--- src/rtl/hook_sup_pkg.sv ---
package hook_sup_pkg;

  typedef enum logic [1:0] {
    ST_IDLE  = 2'd0,
    ST_RING  = 2'd1,
    ST_TRIP  = 2'd2,
    ST_GUARD = 2'd3
  } supState_t;

  // strobes from control to datapath
  typedef struct packed {
    logic cntClear;
    logic hookFlip;
    logic hookSetOff;
    logic relayOn;
  } supStrobe_t;

  localparam int HIT_HOOK  = 0;
  localparam int HIT_TRIP  = 1;
  localparam int HIT_GUARD = 2;
  localparam int NUM_HITS  = 3;

endpackage

--- src/rtl/hook_sup_datapath.sv ---
module hook_sup_datapath
  import hook_sup_pkg::*;
#(
  parameter int HOOK_MS  = 20,
  parameter int TRIP_MS  = 110,
  parameter int GUARD_MS = 20
) (
  input  logic                clk,
  input  logic                rstN,
  input  logic                msTick,
  input  logic                loopDetect,
  input  supStrobe_t          strobes,
  output logic [NUM_HITS-1:0] hitVec,
  output logic                mismatch,
  output logic                hookOff
);

  localparam int MAX_MS = (HOOK_MS > TRIP_MS)
                          ? ((HOOK_MS > GUARD_MS) ? HOOK_MS : GUARD_MS)
                          : ((TRIP_MS > GUARD_MS) ? TRIP_MS : GUARD_MS);
  localparam int CNT_W = $clog2(MAX_MS + 1);
  localparam int LIMITS [NUM_HITS] = '{HOOK_MS, TRIP_MS, GUARD_MS};

  logic [CNT_W-1:0] cntQ;

  // one shared window counter; the control decides what it is timing
  always_ff @(posedge clk or negedge rstN) begin
    if (!rstN)                 cntQ <= '0;
    else if (strobes.cntClear) cntQ <= '0;
    else if (msTick)           cntQ <= cntQ + 1'b1;
  end

  // one terminal-count comparator per window length
  for (genvar g = 0; g < NUM_HITS; g++) begin : g_hit
    localparam logic [CNT_W-1:0] LAST = CNT_W'(LIMITS[g] - 1);
    assign hitVec[g] = msTick && (cntQ == LAST);
  end

  always_ff @(posedge clk or negedge rstN) begin
    if (!rstN)                   hookOff <= 1'b0;
    else if (strobes.hookSetOff) hookOff <= 1'b1;
    else if (strobes.hookFlip)   hookOff <= ~hookOff;
  end

  assign mismatch = loopDetect ^ hookOff;

endmodule

--- src/rtl/hook_sup_control.sv ---
module hook_sup_control
  import hook_sup_pkg::*;
(
  input  logic                clk,
  input  logic                rstN,
  input  logic                ringReqN,
  input  logic                loopDetect,
  input  logic [NUM_HITS-1:0] hitVec,
  input  logic                mismatch,
  output supStrobe_t          strobes
);

  supState_t stQ, stNext;

  always_ff @(posedge clk or negedge rstN) begin
    if (!rstN) stQ <= ST_IDLE;
    else       stQ <= stNext;
  end

  always_comb begin
    stNext             = stQ;
    strobes            = '0;
    strobes.relayOn    = (stQ == ST_RING);
    unique case (stQ)
      ST_IDLE: begin
        if (!ringReqN) begin
          stNext           = ST_RING;
          strobes.cntClear = 1'b1;
        end else if (mismatch) begin
          if (hitVec[HIT_HOOK]) begin
            strobes.hookFlip = 1'b1;
            strobes.cntClear = 1'b1;
          end
        end else begin
          strobes.cntClear = 1'b1;
        end
      end
      ST_RING: begin
        if (ringReqN) begin
          stNext           = ST_GUARD;
          strobes.cntClear = 1'b1;
        end else if (!loopDetect) begin
          strobes.cntClear = 1'b1;
        end else if (hitVec[HIT_TRIP]) begin
          stNext             = ST_TRIP;
          strobes.hookSetOff = 1'b1;
          strobes.cntClear   = 1'b1;
        end
      end
      ST_TRIP: begin
        if (ringReqN) begin
          stNext           = ST_IDLE;
          strobes.cntClear = 1'b1;
        end else if (mismatch) begin
          if (hitVec[HIT_HOOK]) begin
            strobes.hookFlip = 1'b1;
            strobes.cntClear = 1'b1;
          end
        end else begin
          strobes.cntClear = 1'b1;
        end
      end
      ST_GUARD: begin
        if (hitVec[HIT_GUARD]) begin
          stNext           = ST_IDLE;
          strobes.cntClear = 1'b1;
        end
      end
      default: begin
        stNext           = ST_IDLE;
        strobes.cntClear = 1'b1;
      end
    endcase
  end

endmodule

--- src/rtl/hook_supervisor.sv ---
module hook_supervisor #(
  parameter int HOOK_MS  = 20,
  parameter int TRIP_MS  = 110,
  parameter int GUARD_MS = 20
) (
  input  logic clk,
  input  logic rstN,
  input  logic msTick,
  input  logic loopDetect,
  input  logic ringReqN,
  output logic hookN,
  output logic ledN,
  output logic relayCmdN
);

  import hook_sup_pkg::*;

  supStrobe_t          strobes;
  logic [NUM_HITS-1:0] hitVec;
  logic                mismatch;
  logic                hookOff;

  hook_sup_control u_ctrl (
    .clk        (clk),
    .rstN       (rstN),
    .ringReqN   (ringReqN),
    .loopDetect (loopDetect),
    .hitVec     (hitVec),
    .mismatch   (mismatch),
    .strobes    (strobes)
  );

  hook_sup_datapath #(
    .HOOK_MS  (HOOK_MS),
    .TRIP_MS  (TRIP_MS),
    .GUARD_MS (GUARD_MS)
  ) u_dp (
    .clk        (clk),
    .rstN       (rstN),
    .msTick     (msTick),
    .loopDetect (loopDetect),
    .strobes    (strobes),
    .hitVec     (hitVec),
    .mismatch   (mismatch),
    .hookOff    (hookOff)
  );

  assign hookN     = ~hookOff;
  assign ledN      = ~hookOff;
  assign relayCmdN = ~strobes.relayOn;

endmodule

--- config.mk ---
export PLATFORM = sky130hd
export DESIGN_NAME = hook_supervisor
export DESIGN_NICKNAME = d
export VERILOG_FILES = /design/src/rtl/hook_sup_pkg.sv /design/src/rtl/hook_sup_datapath.sv /design/src/rtl/hook_sup_control.sv /design/src/rtl/hook_supervisor.sv
export SDC_FILE = /design/constraint.sdc
export NUM_CORES = 1
export LEC_CHECK = 0
export ABC_AREA = 1
export BUFFER_PORTS_ARGS = -buffer_cell sky130_fd_sc_hd__buf_2
export CAP_MARGIN = 10
export CORE_MARGIN = 4
export CORE_UTILIZATION = 55
export CTS_CLUSTER_SIZE = 12
export DETAILED_ROUTE_END_ITERATION = 12
export MAX_ROUTING_LAYER = met4
export PLACE_DENSITY = 0.83
export SLEW_MARGIN = 20
export SYNTH_ARGS = -nofsm -noshare
export SYNTH_HDL_FRONTEND = slang
export SYNTH_SLANG_ARGS = --single-unit
--- constraint.sdc ---
create_clock -name clk -period 2.5 [get_ports clk]
set_clock_uncertainty 0.1 [all_clocks]
set_input_delay 0.75 -clock clk [delete_from_list [all_inputs] [get_ports clk]]
set_output_delay 0.75 -clock clk [all_outputs]
set_load 0.01 [all_outputs]
Word level (Yosys, flattened, before mapping)
Index checks and enable logic that the tools add are counted.
{"block": "classes", "addsub": 1, "n_eq_ne": 10, "n_mux": 27, "n_bitwise": 3, "n_reduce_logical": 6}
{"cell": "$mux W1", "n": 15}
{"cell": "$mux W2", "n": 7}
{"cell": "$mux W7", "n": 2}
{"cell": "$pmux W2 S4", "n": 1}
{"cell": "$add A7 B1 Y7 const B", "n": 1}
{"cell": "$eq A7 B5 Y1 const B", "n": 1}
{"cell": "$eq A7 B7 Y1 const B", "n": 1}
{"cell": "$ne A2 B2 Y1 const B", "n": 3}
{"cell": "$reduce_and A5 Y1", "n": 1}
{"cell": "$eq A2 B2 Y1 const B", "n": 2}
{"cell": "$pmux W1 S4", "n": 1}
{"cell": "$reduce_bool A2 Y1", "n": 2}
{"cell": "$ne A3 B2 Y1 const B", "n": 1}
{"cell": "$ne A3 B3 Y1 const B", "n": 1}
{"cell": "$eq A2 B1 Y1 const B", "n": 1}
{"cell": "$logic_and A1 B1 Y1", "n": 2}
{"cell": "$logic_not A2 Y1", "n": 1}
{"cell": "$not A1 Y1", "n": 2}
{"cell": "$pmux W1 S2", "n": 1}
{"cell": "$xor A1 B1 Y1", "n": 1}
{"block": "totals", "regBits": 10, "inputBits": 5, "out_inout_bits": 3, "wordCells": 50}

Logic depth before layout (Yosys ltp)
Gate-level depths: netlist of run 1.
{"block": "depth", "ltp_word": 8, "depth_mapped": 11, "ltp_nobuf": 11}

By module
A second synthesis of run 1 with hierarchy kept.
{"block": "unflattened", "hier_cells": 111, "hier_area_um2": 787.0}
{"mod": "hook_sup_datapath", "instances": 1, "cells_each": 62, "area_per_inst_um2": 481.7, "seq_area_each_um2": 200.2}
{"mod": "hook_sup_control", "instances": 1, "cells_each": 46, "area_per_inst_um2": 290.3, "seq_area_each_um2": 50.0}
{"mod": "hook_supervisor", "instances": 1, "cells_each": 3, "area_per_inst_um2": 15.0, "seq_area_each_um2": 0.0}

Worst setup path before layout of run 1
OpenSTA, ideal clock, no wires.
{"block": "synth_path", "path_type": "input to register", "from": "input port msTick", "to": "register u_dp.hookOff", "setup_time_ps": 127, "t_arrival_ps": 1343, "slack_ps": 929, "stages": 6, "path_cell_list": "nand2_2 > nor2_2 > nand2_2 > or2_1 > nand2_1 > o211ai_2"}
{"block": "synth_via", "elab_chain_cells": 6, "elab_cells_between_ends": 13, "classes_between": "10 x mux; 3 x reduce/logical"}
{"item": "from (decl)", "line_no": "hook_supervisor.sv:8", "text": "input logic msTick,"}
{"item": "$logic_and A1 B1 Y1", "line_no": "hook_sup_datapath.sv:36", "text": "assign hitVec[g] = msTick && (cntQ == LAST);"}
{"item": "$mux W2 or $mux W1 (tied branches)", "line_no": "hook_sup_control.sv:30, hook_sup_control.sv:55, hook_sup_control.sv:44"}
{"item": "$mux W1 (on tied branches)", "line_no": "hook_sup_control.sv:29, hook_sup_control.sv:42"}
{"item": "$mux W1 (on tied branches)", "line_no": "hook_sup_control.sv:51, hook_sup_control.sv:39, hook_sup_control.sv:26"}
{"item": "$pmux W1 S2 or $mux W1 (tied branches)", "line_no": "hook_sup_control.sv:24", "text": "unique case (stQ)"}
{"item": "$reduce_bool A2 Y1 (no line) or $mux W1 (tied branches)"}
{"item": "to (signal assigned)", "line_no": "hook_sup_datapath.sv:42", "text": "else if (strobes.hookFlip) hookOff <= ~hookOff;"}
{"item": "to (decl)", "line_no": "hook_sup_datapath.sv:15", "text": "output logic hookOff"}
Parallel ways exist; a longest one is shown, timed or not.
A chain may end at the register's enable or synchronous reset.

Final worst setup path of run 1
{"block": "layout_path", "from": "register u_ctrl.stQ[1]", "to": "output port relayCmdN"}
{"block": "layout_via", "elab_chain_cells": 2}
{"item": "from (decl)", "line_no": "hook_sup_control.sv:13", "text": "supState_t stQ, stNext;"}
{"item": "from (signal assigned)", "line_no": "hook_sup_control.sv:17", "text": "else stQ <= stNext;"}
{"item": "$eq A2 B1 Y1", "line_no": "hook_sup_control.sv:23", "text": "strobes.relayOn = (stQ == ST_RING);"}
{"item": "$not A1 Y1", "line_no": "hook_supervisor.sv:50", "text": "assign relayCmdN = ~strobes.relayOn;"}
{"item": "to (decl)", "line_no": "hook_supervisor.sv:13", "text": "output logic relayCmdN"}
Every way passes these cells.

==> metrics list, run 1 <==
- The floorplan has 13 rows.
* Clock latency at the later pin of the worst-skew pair: 0.26 ns
- Averaged over all synthesized cells, the footprint is 7.93 um^2.
- Initial detailed-routing violation count: 18
- The initial utilization of the core area, before any placement, comes to 58.0%.
- Setup repair after global routing missed its margin: false
- The area growth from synthesis to layout is 9.23%.
- Tracing the worst setup path back leads to its startpoint at u_ctrl.stQ[1].
- Sorting the synthesized cells by area gives the leading types as dfrtp_1 34%, ha_1 10%, nand2_1 8.6%, inv_1 7.6%, xor2_1 7.0%.
- Entering global routing, the biggest net connects 11 pins.
- Summed over its instances, the top area cell type makes up 33.6% of the synthesized netlist area.
* Total negative slack for setup checks: 0 ns
- The number of nets in the synthesized netlist is 105.
- After detailed routing, the average wire length per cell comes to 11.4 um.
- Worst reg2reg path startpoint: u_dp.cntQ[0]
- GPL Wtd Cong: 0.775
* Slew headroom: 77.5%
* Overall power: 0.669 mW
* Max-slew violation count: 0
- Core Box Area: 1280 um^2
- Run status: finished, final reports clean
* Residual DRC count: 0
- Crit path max fanout: 3
- Setup violations remaining at the end of the flow were counted as 0.
- For this design, the sink count on the clock tree is 10.
* Flip-flop and latch count after synthesis: 10
* Instance count after placement with tap cells included: 115
- Sw frac: 43.3%
* Yosys warning total: 0
* Setup ws final: 0.523 ns
- Worst r2r dst: u_dp.cntQ[5]
- Final core area utilization: 63.4%
* Vertical die dimension: 44.8 um
* Power per cell area: 821 nW/um^2
* Worst Tran Pin Value: 0.337 ns
- Total number of vias: 612
* Clock power share: 16.1%
- Number of cells in the finished layout apart from fillers: 118
* Count of antenna diodes in the layout: 0
- Static Leakage: 0.386 nW
- STA classifies the critical path endpoint as an output pin.
* Switching Power: 0.290 mW
- Num CTS Buffers: 3
- The critical path in this run is classified as flip-flop to output pin.
* Post-DRT Antenna Nets: 0
* Number of levels the H-tree was split into: 1
- The routed design has 1.35 mm of wire.
* Clk root buf: clkbuf_4
- OpenSTA, run right after detailed placement, puts the worst setup slack at 0.682 ns.
- Across all register-to-register paths, the minimum setup slack is 0.92 ns.
* Time the worst path needs with I/O delays and setup: 1.98 ns
- Maximum number of buffers from clock root to sink: 2
* Area of the multi-input gates: 424 um^2
- Static timing analysis puts the maximum clock frequency at 0.506 GHz.
* Fin. Hold Viols: 0
- The number of antenna violations at the first check in global routing was 0.
- For this run the aggregate overflow at the end of global routing stands at 0.
* Filler cells: 116
- Clock transition at the registers of the reported paths: 0.06 ns
- In this run the tool buffered the top-level ports with 7 buffer cells.
- Number of distinct standard cells referenced by the synthesized netlist: 24
* Top cell type by total area after synthesis: dfrtp_1
- Critical Path Sink: relayCmdN
- Sequential-to-total area share from yosys stat: 33.6%
- Dividing the detail-routed via count by the number of cells gives 5.19.
* Number of hold buffers added after CTS: 0
- The worst setup path is launched from a flip-flop.
- First-pass GRT wire length: 2.30 mm
- Type of the worst min-delay path: input port to asynchronous set/reset pin
- The via count of the first global-routing pass is 575.
* Global-route usage over all layers: 16.4%
* Nets: 116
- Depth of the worst register-to-register path: 6
- Power share of the sequential group: 33.6%
- Cell internal power dissipation: 0.379 mW
- Die Outline Area: 2010 um^2
- After clock tree synthesis, the setup repair step added 0 buffers.
- Layout cell share with drive strength beyond 1: 23.3%
- In this run the cell area of the synthesized design comes to 746 um^2.
* WP data required: 1.65 ns
- Initial DRT Pass Iterations: 4
- Combinational cells account for 50.3% of the total power.
- DP HPWL: 1.11 mm
* Clock tree from TritonCTS: built
- For the worst setup path, the data arrival time is 1.13 ns.
- The sequential cells in the finished layout cover a total of 250 um^2.
- Measured along the x axis, the die boundary spans 44.8 um.
- Across the VDD grid, the largest voltage drop is 0.000381 V.
* Final worst path period share: 79.1%
- Across the run, the number of max-cap violations was 0.
- Post-Syn Instances: 94
* Post-CTS sizing: 0
- Number of placed I/O pins: 8
-- power by group through the flow --
stage / sequential [mW] / clock, mW / combinational [mW]
CTS: 0.224 / 0.111 / 0.335
global placement: 0.225 / 0 / 0.323
detailed placement: 0.227 / 0 / 0.333
global route: 0.229 / 0.121 / 0.380
finish: 0.224 / 0.108 / 0.336
floorplan: 0.221 / 0 / 0.270
-- synthesized netlist by cell type --
cell       n
a21oi_1    7
a21oi_2    1
a21oi_4    1
buf_4      1
dfrtp_1   10
ha_1       6
inv_1     15
inv_2      2
nand2_1   17
nand2_2    5
nand2_4    1
nand3_1    3
nand4_1    2
nor2_1     6
nor2_2     2
nor3_1     1
nor3b_2    1
o211ai_2   1
o21ai_0    1
o21ai_1    2
o21bai_1   1
or2_1      1
xnor2_1    1
xor2_1     6
-- registers in the layout, indices dropped and copies added (netlist names) --
| name | cells |
|---|---|
| u_ctrl.stQ | 2 |
| u_dp.cntQ | 7 |
| u_dp.hookOff | 1 |
-- worst min-delay path by stage --
| stage | start | end |
|---|---|---|
| global route | rstN | u_dp.cntQ[6] |
| finish | rstN | u_dp.cntQ[6] |
| detailed placement | u_dp.hookOff | u_dp.hookOff |
| CTS | rstN | u_dp.hookOff |
| global placement | u_dp.hookOff | u_dp.hookOff |
| floorplan | rstN | u_ctrl.stQ[0] |
-- metal layers --
metal	vias up	share of wire, %	track usage (%)
li1	312	-	-
met1	280	47	19.5
met2	16	45	24.4
met3	4	5.0	4.38
met4	0	2.7	10.5
met5	-	0	-
-- metrics by stage --
stage	hold slack, ns	cell area [um^2]
2_1_floorplan	0.354	746
3_3_place_gp	0.424	792
3_5_place_dp	0.449	792
4_1_cts	0.236	815
5_1_grt	0.239	815
6_report	0.238	815
-- cells in the final DEF (no fill, tap or decap) --
cell type  instances
nand2_1           17
inv_1             15
dfrtp_1           10
a21oi_1            7
buf_2              7
nor2_1             6
xor2_1             6
ha_1               6
nand2_2            5
nand3_1            3
clkbuf_4           3
nor2_2             2
inv_2              2
nand4_1            2
o21ai_1            2
o21bai_1           1
nand2_4            1
nor3_1             1
nor3b_2            1
or2_1              1
o211ai_2           1
a21oi_4            1
o21ai_0            1
xnor2_1            1
a21oi_2            1
-- worst max-delay path: stages, from the launching register on --
cell     delay [ns]
dfrtp_1        0.40
inv_1          0.10
ha_1           0.17
inv_1          0.06
buf_2          0.13
-- kinds of logic after synthesis --
kind of cell / Yosys count / synth area share (%)
AND/OR/NAND/NOR: 39 / 25.8
buffers and inverters: 18 / 9.56
AO/OA/AOI/OAI: 14 / 12.8
flip-flops: 10 / 33.6
XOR/XNOR: 7 / 8.22
adder cells (fa/ha/maj): 6 / 10.1
-- layout make-up --
| class | instances | share of cell area [%] |
|---|---|---|
| Sequential cell | 10 | 30.7 |
| Multi-Input combinational cell | 66 | 52.1 |
| Timing Repair Buffer | 7 | 4.30 |
| Tap cell | 15 | 2.30 |
| Inverter | 17 | 7.83 |
| Clock buffer | 3 | 2.76 |
Note: power is estimated with default switching activity, not from simulation.
==> run 2, diff against run 1 <==
ABC_AREA = 0   (was 1)
CORE_AREA = 4 4 41 43   (was not set)
CORE_MARGIN = not set   (was 4)
CORE_UTILIZATION = not set   (was 55)
DIE_AREA = 0 0 45 47   (was not set)
PLACE_DENSITY = 0.79   (was 0.83)
clock period = 2.1 ns   (was 2.5 ns; I/O delays follow)
==> metrics list, run 2 <==
- Once detailed placement completed, the half-perimeter wirelength came to 1.01 mm.
* Vertical die dimension: 47 um
* Ranking of synthesized cells by instance count: 10 x dfrtp_1, 8 x nor3_1, 6 x ha_1, 6 x inv_1, 5 x xor2_1
- Area of the mapped netlist: 671 um^2
- Area of the multi-input gates: 392 um^2
* Top-count cell post-synth: dfrtp_1
* Most flops, register: u_dp.cntQ
- Nets: 92
* Worst setup SP type: flip-flop
* Vias/cell: 5.68
- CTS built an H-tree with a depth of 1.
- Maximum number of buffers from clock root to sink: 2
* Flip-flop count of the largest register after layout: 7
* Filler cells: 116
- The share of the Yosys chip area taken by registers is 37.3%.
* Run status: finished, final reports clean
- First-pass GRT wire length: 2.17 mm
- Fin. Hold Viols: 0
* Sinks on the clock net: 10
* Flip-flop and latch count after synthesis: 10
* Max-cap violations: 0
- In the synthesized netlist the dominant register cell turns out to be dfrtp_1.
- Setup violations, final: 0
* Signal arrival time at the worst endpoint: 1.25 ns
- The count of nets left with antenna violations once routing finished came out at 0.
- Leaving out fill and tap cells, the most frequent cell in the layout is dfrtp_1.
- Of the post-synthesis cell area, the dominant cell type holds 37.3%.
- Setup total negative slack on the finished layout was measured at 0 ns.
- Number of cells in the finished layout apart from fillers: 95
- Setup repair after global routing left no endpoint under its margin.
- For this run, the total global-route usage over all layers was measured as 15.4%.
- After synthesis, the cell types taking the most area are dfrtp_1 37%, ha_1 11%, xor2_1 6.5%, nor3_1 6.0%, inv_1 3.4%.
* Horizontal die dimension: 45 um
- Clk root buf: clkbuf_4
- 8 I/O pins were placed.
- For the worst-skew pair, the clock arrives at the later sink with an insertion delay of 0.26 ns.
- The synthesized design contains 0 enable-type register cells.
* Avg Cell Area, Syn: 10.3 um^2
* WP data required: 1.37 ns
* Crit path max fanout: 6
* Start-to-end type of the worst setup path: flip-flop to output pin
- Highest clock rate: 0.506 GHz
* Total number of vias: 540
- GPL Wtd Cong: 0.841
- Number of antenna violations at the first check in global routing: 0
- Pin count of the biggest net entering global routing: 11
* Async S/R FF share, synth: 100%
* Power per cell area: 1080 nW/um^2
* Register area: 250 um^2
- Initial cell density of the core: 51.5%
- Clock transition at the registers of the reported paths: 0.06 ns
* Max-slew violation count: 0
- Count of antenna diodes in the layout: 0
- Leftover overflow at the end of global routing: 0
- Number of distinct standard cells referenced by the synthesized netlist: 26
* Yosys warning total: 0
- After detailed routing, the total wire length is 1.25 mm.
- For this run, the detailed router's first-pass iteration total came to 4.
* Nets in the synthesized netlist: 76
* Worst Tran Pin Value: 0.331 ns
- Synth-to-layout area growth: 18.1%
- In the layout the commonest cells are 10 x dfrtp_1, 8 x nor3_1, 7 x buf_2.
- dfrtp_1 takes more of the synthesized area than any other cell.
- Post-Syn Instances: 65
- Buffers inserted during post-CTS setup optimization: 0
* Detailed-route wire length per cell: 13.1 um
- Cells with a size suffix above 1 make up 30.0% of the layout.
- Time the worst path needs with I/O delays and setup: 1.98 ns
- Core Box Area: 1300 um^2
- Residual DRC count: 0
* Clock tree from TritonCTS: built
- Via count of the first global-routing pass: 500
- In this run, the number of DRC markers left after iteration 0 of detailed routing was 10.
* Num CTS Buffers: 3
- On the final layout, the worst hold slack is 0.109 ns.
* Static Leakage: 0.369 nW
* Largest vdd supply drop: 0.000627 V
* Registers with the highest flip-flop counts: u_dp.cntQ: 7 flops, u_ctrl.stQ: 2 flops, u_dp.hookOff: 1 flops
- Port bufs: 7
- Capturing element type of the critical path: output pin
* Rows: 13
- The die covers 2120 um^2.
- Type of the worst min-delay path: input port to asynchronous set/reset pin
- In this run the tightest slew margin relative to its limit is 77.3%.
* Final worst path period share: 94.1%
- The number of placed instances, taps included, is 91.
[run 2: cell types whose count changed in the layout (fill, tap and decap cells not counted), moves of 5 or more]
cell,change
nand2_1,-13
buf_4,+5
nand2_2,-5
inv_1,-9
a21oi_1,-6
nor3_1,+7
[run 2: timing repair]
item	4_1_cts	5_1_grt
setup endpoints to repair	0	2
hold buffers	0	0
gates resized for setup	0	1
[run 2: cell type report]
type	instances	area share, %
timing repair buffer	12	9.16
multi-input combinational	48	49.4
sequential	10	31.6
tap	15	2.37
clock buffer	4	4.58
inverter	6	2.84
[run 2: worst max-delay path, cell delays in order (launching register included)]
cell     delay, ns
dfrtp_1       0.42
inv_1         0.10
ha_1          0.27
inv_1         0.06
buf_2         0.14
[run 2: path summary, 6_finish.rpt]
check / slack (ns) / from / depth (start not counted) / endpoint
max: 0.12 / u_ctrl.stQ[1] / 4 / relayCmdN
min: 0.11 / rstN / 1 / u_dp.cntQ[5]
max reg2reg: 0.13 / u_dp.cntQ[3] / 4 / u_ctrl.stQ[0]
min reg2reg: 0.46 / u_dp.hookOff / 1 / u_dp.hookOff
max in group asynchronous: 1.61 / rstN / 1 / u_dp.cntQ[6]
min in group clk: 0.46 / u_dp.hookOff / 1 / u_dp.hookOff
[run 2: kinds of logic (layout without fill, tap and decap cells)]
family | Yosys count | after routing | synth area share, %
buffers and inverters | 7 | 22 | 4.48
AO/OA/AOI/OAI | 10 | 10 | 14.4
flip-flops | 10 | 10 | 37.3
adder cells (fa/ha/maj) | 6 | 6 | 11.2
AND/OR/NAND/NOR | 23 | 23 | 20.3
multiplexers | 2 | 2 | 3.17
XOR/XNOR | 7 | 7 | 9.14
[run 2: where the power goes]
group | internal [mW] | switching (mW) | total (mW)
registers | 0.234 | 0.0387 | 0.273
clock network | 0.105 | 0.0659 | 0.171
logic | 0.195 | 0.218 | 0.413
total | 0.535 | 0.322 | 0.857
[run 2: per-stage QoR]
stage                     cell area, um^2  setup WS, ns  util [%]  power, mW
after floorplan                       671         0.201         -      0.562
after global placement                754        0.0803      58.0      0.685
after detailed placement              754        0.0493      58.0      0.693
after CTS                             791        0.0982      60.8      0.869
after global routing                  792       0.00994      60.9      0.934
final                                 792         0.124      60.9      0.857
[run 2: metal layers]
metal	share of wire, %	up-vias	global-route usage, %
met5	0	-	-
met4	3.0	0	10.5
met3	4.3	6	3.45
met2	47	10	24.3
met1	45	246	17.2
li1	-	278	-
==> run 3, diff against run 2 <==
CORE_AREA = not set   (was 4 4 41 43)
CORE_MARGIN = 4   (was not set)
CORE_UTILIZATION = 55   (was not set)
DIE_AREA = not set   (was 0 0 45 47)
PLACE_DENSITY = 0.84   (was 0.79)
SYNTH_HIERARCHICAL = 1   (was not set)
==> metrics list, run 3 <==
- Run status: finished, final reports clean
* Total number of vias: 591
- Time the worst path needs with I/O delays and setup: 2.04 ns
- Nets in the synthesized netlist: 85
- The worst hold path belongs to the class input port to asynchronous set/reset pin.
- Yosys mapped a number of flops with a built-in enable equal to 0.
* Worst Tran Pin Value: 0.296 ns
* Cell internal power dissipation: 0.537 mW
- Capturing element type of the critical path: flip-flop
- Combinational logic burns 56.8% of the power.
- Measured along the x axis, the die boundary spans 44.2 um.
* Sequential-to-total area share from yosys stat: 34.7%
- Cell types occupying the most area after synthesis: dfrtp_1 35%, ha_1 12%, xor2_1 4.9%, buf_4 4.2%, mux2_4 4.2%
- Headroom to the max-slew limit came out at 80.3%.
- Final worst path period share: 97.1%
- In this run, distinct cell masters in the synthesized netlist total 28.
- In this run the biggest area consumer among cell types represents 34.7% of the synthesized area.
- Leaving out fill and tap cells, the most frequent cell in the layout is dfrtp_1.
- Clock-pin slew was measured on the worst setup and hold paths at 0.06 ns.
- Residual DRC count: 0
- Signal arrival time at the worst endpoint: 2.11 ns
- In the final routed layout, each cell accounts on average for 14.0 um.
- Die Outline Area: 1960 um^2
- The post-route netlist has 35.2% of its cells at a drive strength greater than 1.
- Ranking of synthesized cells by instance count: 10 x dfrtp_1, 7 x ha_1, 7 x nor2_1, 6 x inv_1, 5 x a21oi_1
* Delay contributed by the slowest stage of the critical path: 0.69 ns
* Highest-count cells in the layout ignoring fill and taps: 10 x dfrtp_1, 9 x buf_4, 7 x buf_2
- Met1 wire length: 655 um
- Max-cap violations in this run came to 0.
- Post-Syn Instances: 73
* Number of placed I/O pins: 8
- Instance count after placement with tap cells included: 96
- Global-route usage over all layers: 17.1%
* Yosys warning total: 6
- Filler cells: 77
- For this configuration, the core starts out at a cell density of 61.6%.
* Num CTS Buffers: 3
- The first global-routing pass estimated 2.37 mm of wire.
- Core Box Area: 1170 um^2
* Number of levels the H-tree was split into: 1
* List of cells traversed by the critical path: inv_1, ha_1, nand4b_1, nor2_1, or4b_2, nand3_2, a21oi_4, a211oi_2
* Ys flop type: dfrtp_1
* Placed standard-cell area: 793 um^2
* Clock latency at the later pin of the worst-skew pair: 0.26 ns
- The congestion estimate from routability-driven global placement came to 0.813.
* Worst setup SP type: flip-flop
- The share of total power dissipated in the clock network is 14.0%.
- Clk root buf: clkbuf_4
- The worst-case IR drop observed on VDD is 0.000714 V.
* Avg Cell Area, Syn: 9.89 um^2
- Input and output buffers added on the ports amount to 7.
- In this run the power density over the cells is 1040 nW/um^2.
- Static Leakage: 0.405 nW
- Setup violations, final: 0
* Standard cell with the maximum stage delay on the critical path: or4b_2
- For this block, the routed nets add up to 1.43 mm of wire.
* DP HPWL: 1.05 mm
- Async S/R FF share, synth: 100%
- Pin count of the biggest net entering global routing: 11
* Initial DRT Pass Iterations: 4
- In this run, post-CTS hold repair placed 0 buffers.
* Number of antenna violations at the first check in global routing: 0
- Routed signal wires occupy layers up through met4.
* Via count of the first global-routing pass: 554
- Highest clock rate: 0.491 GHz
* Nets: 102
- Total negative slack for setup checks: 0 ns
* Flip-flop count of the largest register after layout: 7
* Crit path max fanout: 7
- Most flops, register: u_dp/cntQ
- At the end of the flow the core is filled with cells to 73.5%.
- In this run the cell area of the synthesized design comes to 722 um^2.
* Post-DRT Antenna Nets: 0
* Register area: 250 um^2
- In this run, flip-flops and latches consume 29.2% of the power.
- Maximum number of buffers from clock root to sink: 2
- Initial detailed-routing violation count: 14
- Counting every sink on the clock net gives 10.
- Start-to-end type of the worst setup path: flip-flop to flip-flop
* Rows: 12
- WP data required: 2.17 ns
- Vias/cell: 5.79
- In the final layout, the multi-input gates occupy 445 um^2.
- In this run switching power makes up 39.9% of total power.
* Clock tree from TritonCTS: built
- The number of max-slew violations in the final report was 0.
* Met2 WL post-DR: 672 um
* Fin. Hold Viols: 0
- Count of antenna diodes in the layout: 0
* Switching Power: 0.356 mW
* Synth-to-layout area growth: 19.2%
* Vertical die dimension: 44.2 um
- Counting flops and latches in the post-synthesis netlist gives 10.
- Top-count cell post-synth: dfrtp_1
* Registers with the highest flip-flop counts: u_dp/cntQ: 7 flops, u_ctrl/stQ: 2 flops, u_dp/hookOff: 1 flops
* Number of cells in the finished layout apart from fillers: 102
- Wire segments on met3 add up to 91 um in the final route.
- dfrtp_1 takes more of the synthesized area than any other cell.
* Final design area excluding fillers: 861 um^2
- Leftover overflow at the end of global routing: 0
==> run 3: cell types whose count changed after synthesis, sizes merged, moves of 2 or more <==
| cell | change |
|---|---|
| a21oi | +4 |
| nor3 | -7 |
| nand2 | -2 |
| or3 | +2 |
| nor2 | +5 |
| a22o | -2 |
| nand3 | +3 |
| and4 | -2 |
| buf | +3 |
| o21ai | +2 |
==> run 3: cell type report <==
cell class,count,area share (%)
clock buffer,3,2.62
inverter,6,2.62
multi-input combinational,53,51.7
sequential,10,29.1
tap,14,2.03
timing repair buffer,16,11.9
==> run 3: worst max-delay path: cells and delay by family, from the launching register on <==
family / cells / cell delay (ns)
simple gates: 4 / 0.97
flops: 1 / 0.40
compound gates: 2 / 0.25
fa+ha+maj: 1 / 0.17
buf+inv: 1 / 0.06
==> run 3: worst paths after layout <==
| path | start | endpoint | slack [ns] | cells after the start |
|---|---|---|---|---|
| hold / removal | rstN | u_dp/hookOff | 0.12 | 1 |
| setup / recovery | u_dp/cntQ[1] | u_dp/cntQ[1] | 0.06 | 8 |
| hold reg to reg | u_ctrl/stQ[1] | u_ctrl/stQ[1] | 0.47 | 1 |
| min in group clk | u_ctrl/stQ[1] | u_ctrl/stQ[1] | 0.47 | 1 |
| setup reg to reg | u_dp/cntQ[1] | u_dp/cntQ[1] | 0.06 | 8 |
| max in group asynchronous | rstN | u_dp/cntQ[4] | 1.59 | 1 |
==> run 3: logic make-up after synthesis <==
kind of cell,count (synthesis),synth area share [%]
flip-flops,10,34.7
buffers and inverters,10,7.28
XOR/XNOR,6,7.28
AND/OR/NAND/NOR,28,23.6
multiplexers,3,5.55
adder cells (fa/ha/maj),7,12.1
AO/OA/AOI/OAI,9,9.53
==> run 3: routing by layer <==
metal / up-vias / global-route usage (%)
li1: 284 / -
met1: 281 / 22.6
met2: 22 / 24.7
met3: 4 / 4.07
met4: 0 / 7.23
met5: - / -
==> run 3: repair_timing <==
| item | 4_1_cts | 5_1_grt |
|---|---|---|
| hold endpoints to repair | 0 | 0 |
| setup endpoints to repair | 1 | 9 |
| buffers inserted | 1 | 2 |
| gates cloned | 0 | 0 |
| gates resized for setup | 0 | 5 |
==> run 3: power by group through the flow <==
stage | registers [mW] | logic [mW] | clock network, mW
final | 0.261 | 0.507 | 0.125
after global routing | 0.267 | 0.559 | 0.141
after CTS | 0.262 | 0.440 | 0.128
after detailed placement | 0.273 | 0.420 | 0
after global placement | 0.270 | 0.403 | 0
after floorplan | 0.267 | 0.340 | 0
==> run 3: per-stage QoR <==
step           hold WS, ns  total power [mW]  worst slack [ns]
2_1_floorplan        0.234             0.608          0.000335
3_3_place_gp         0.405             0.673           -0.0191
3_5_place_dp         0.401             0.694           -0.0928
4_1_cts              0.123             0.830           0.00448
5_1_grt              0.118             0.967          -0.00893
6_report             0.119             0.893            0.0616
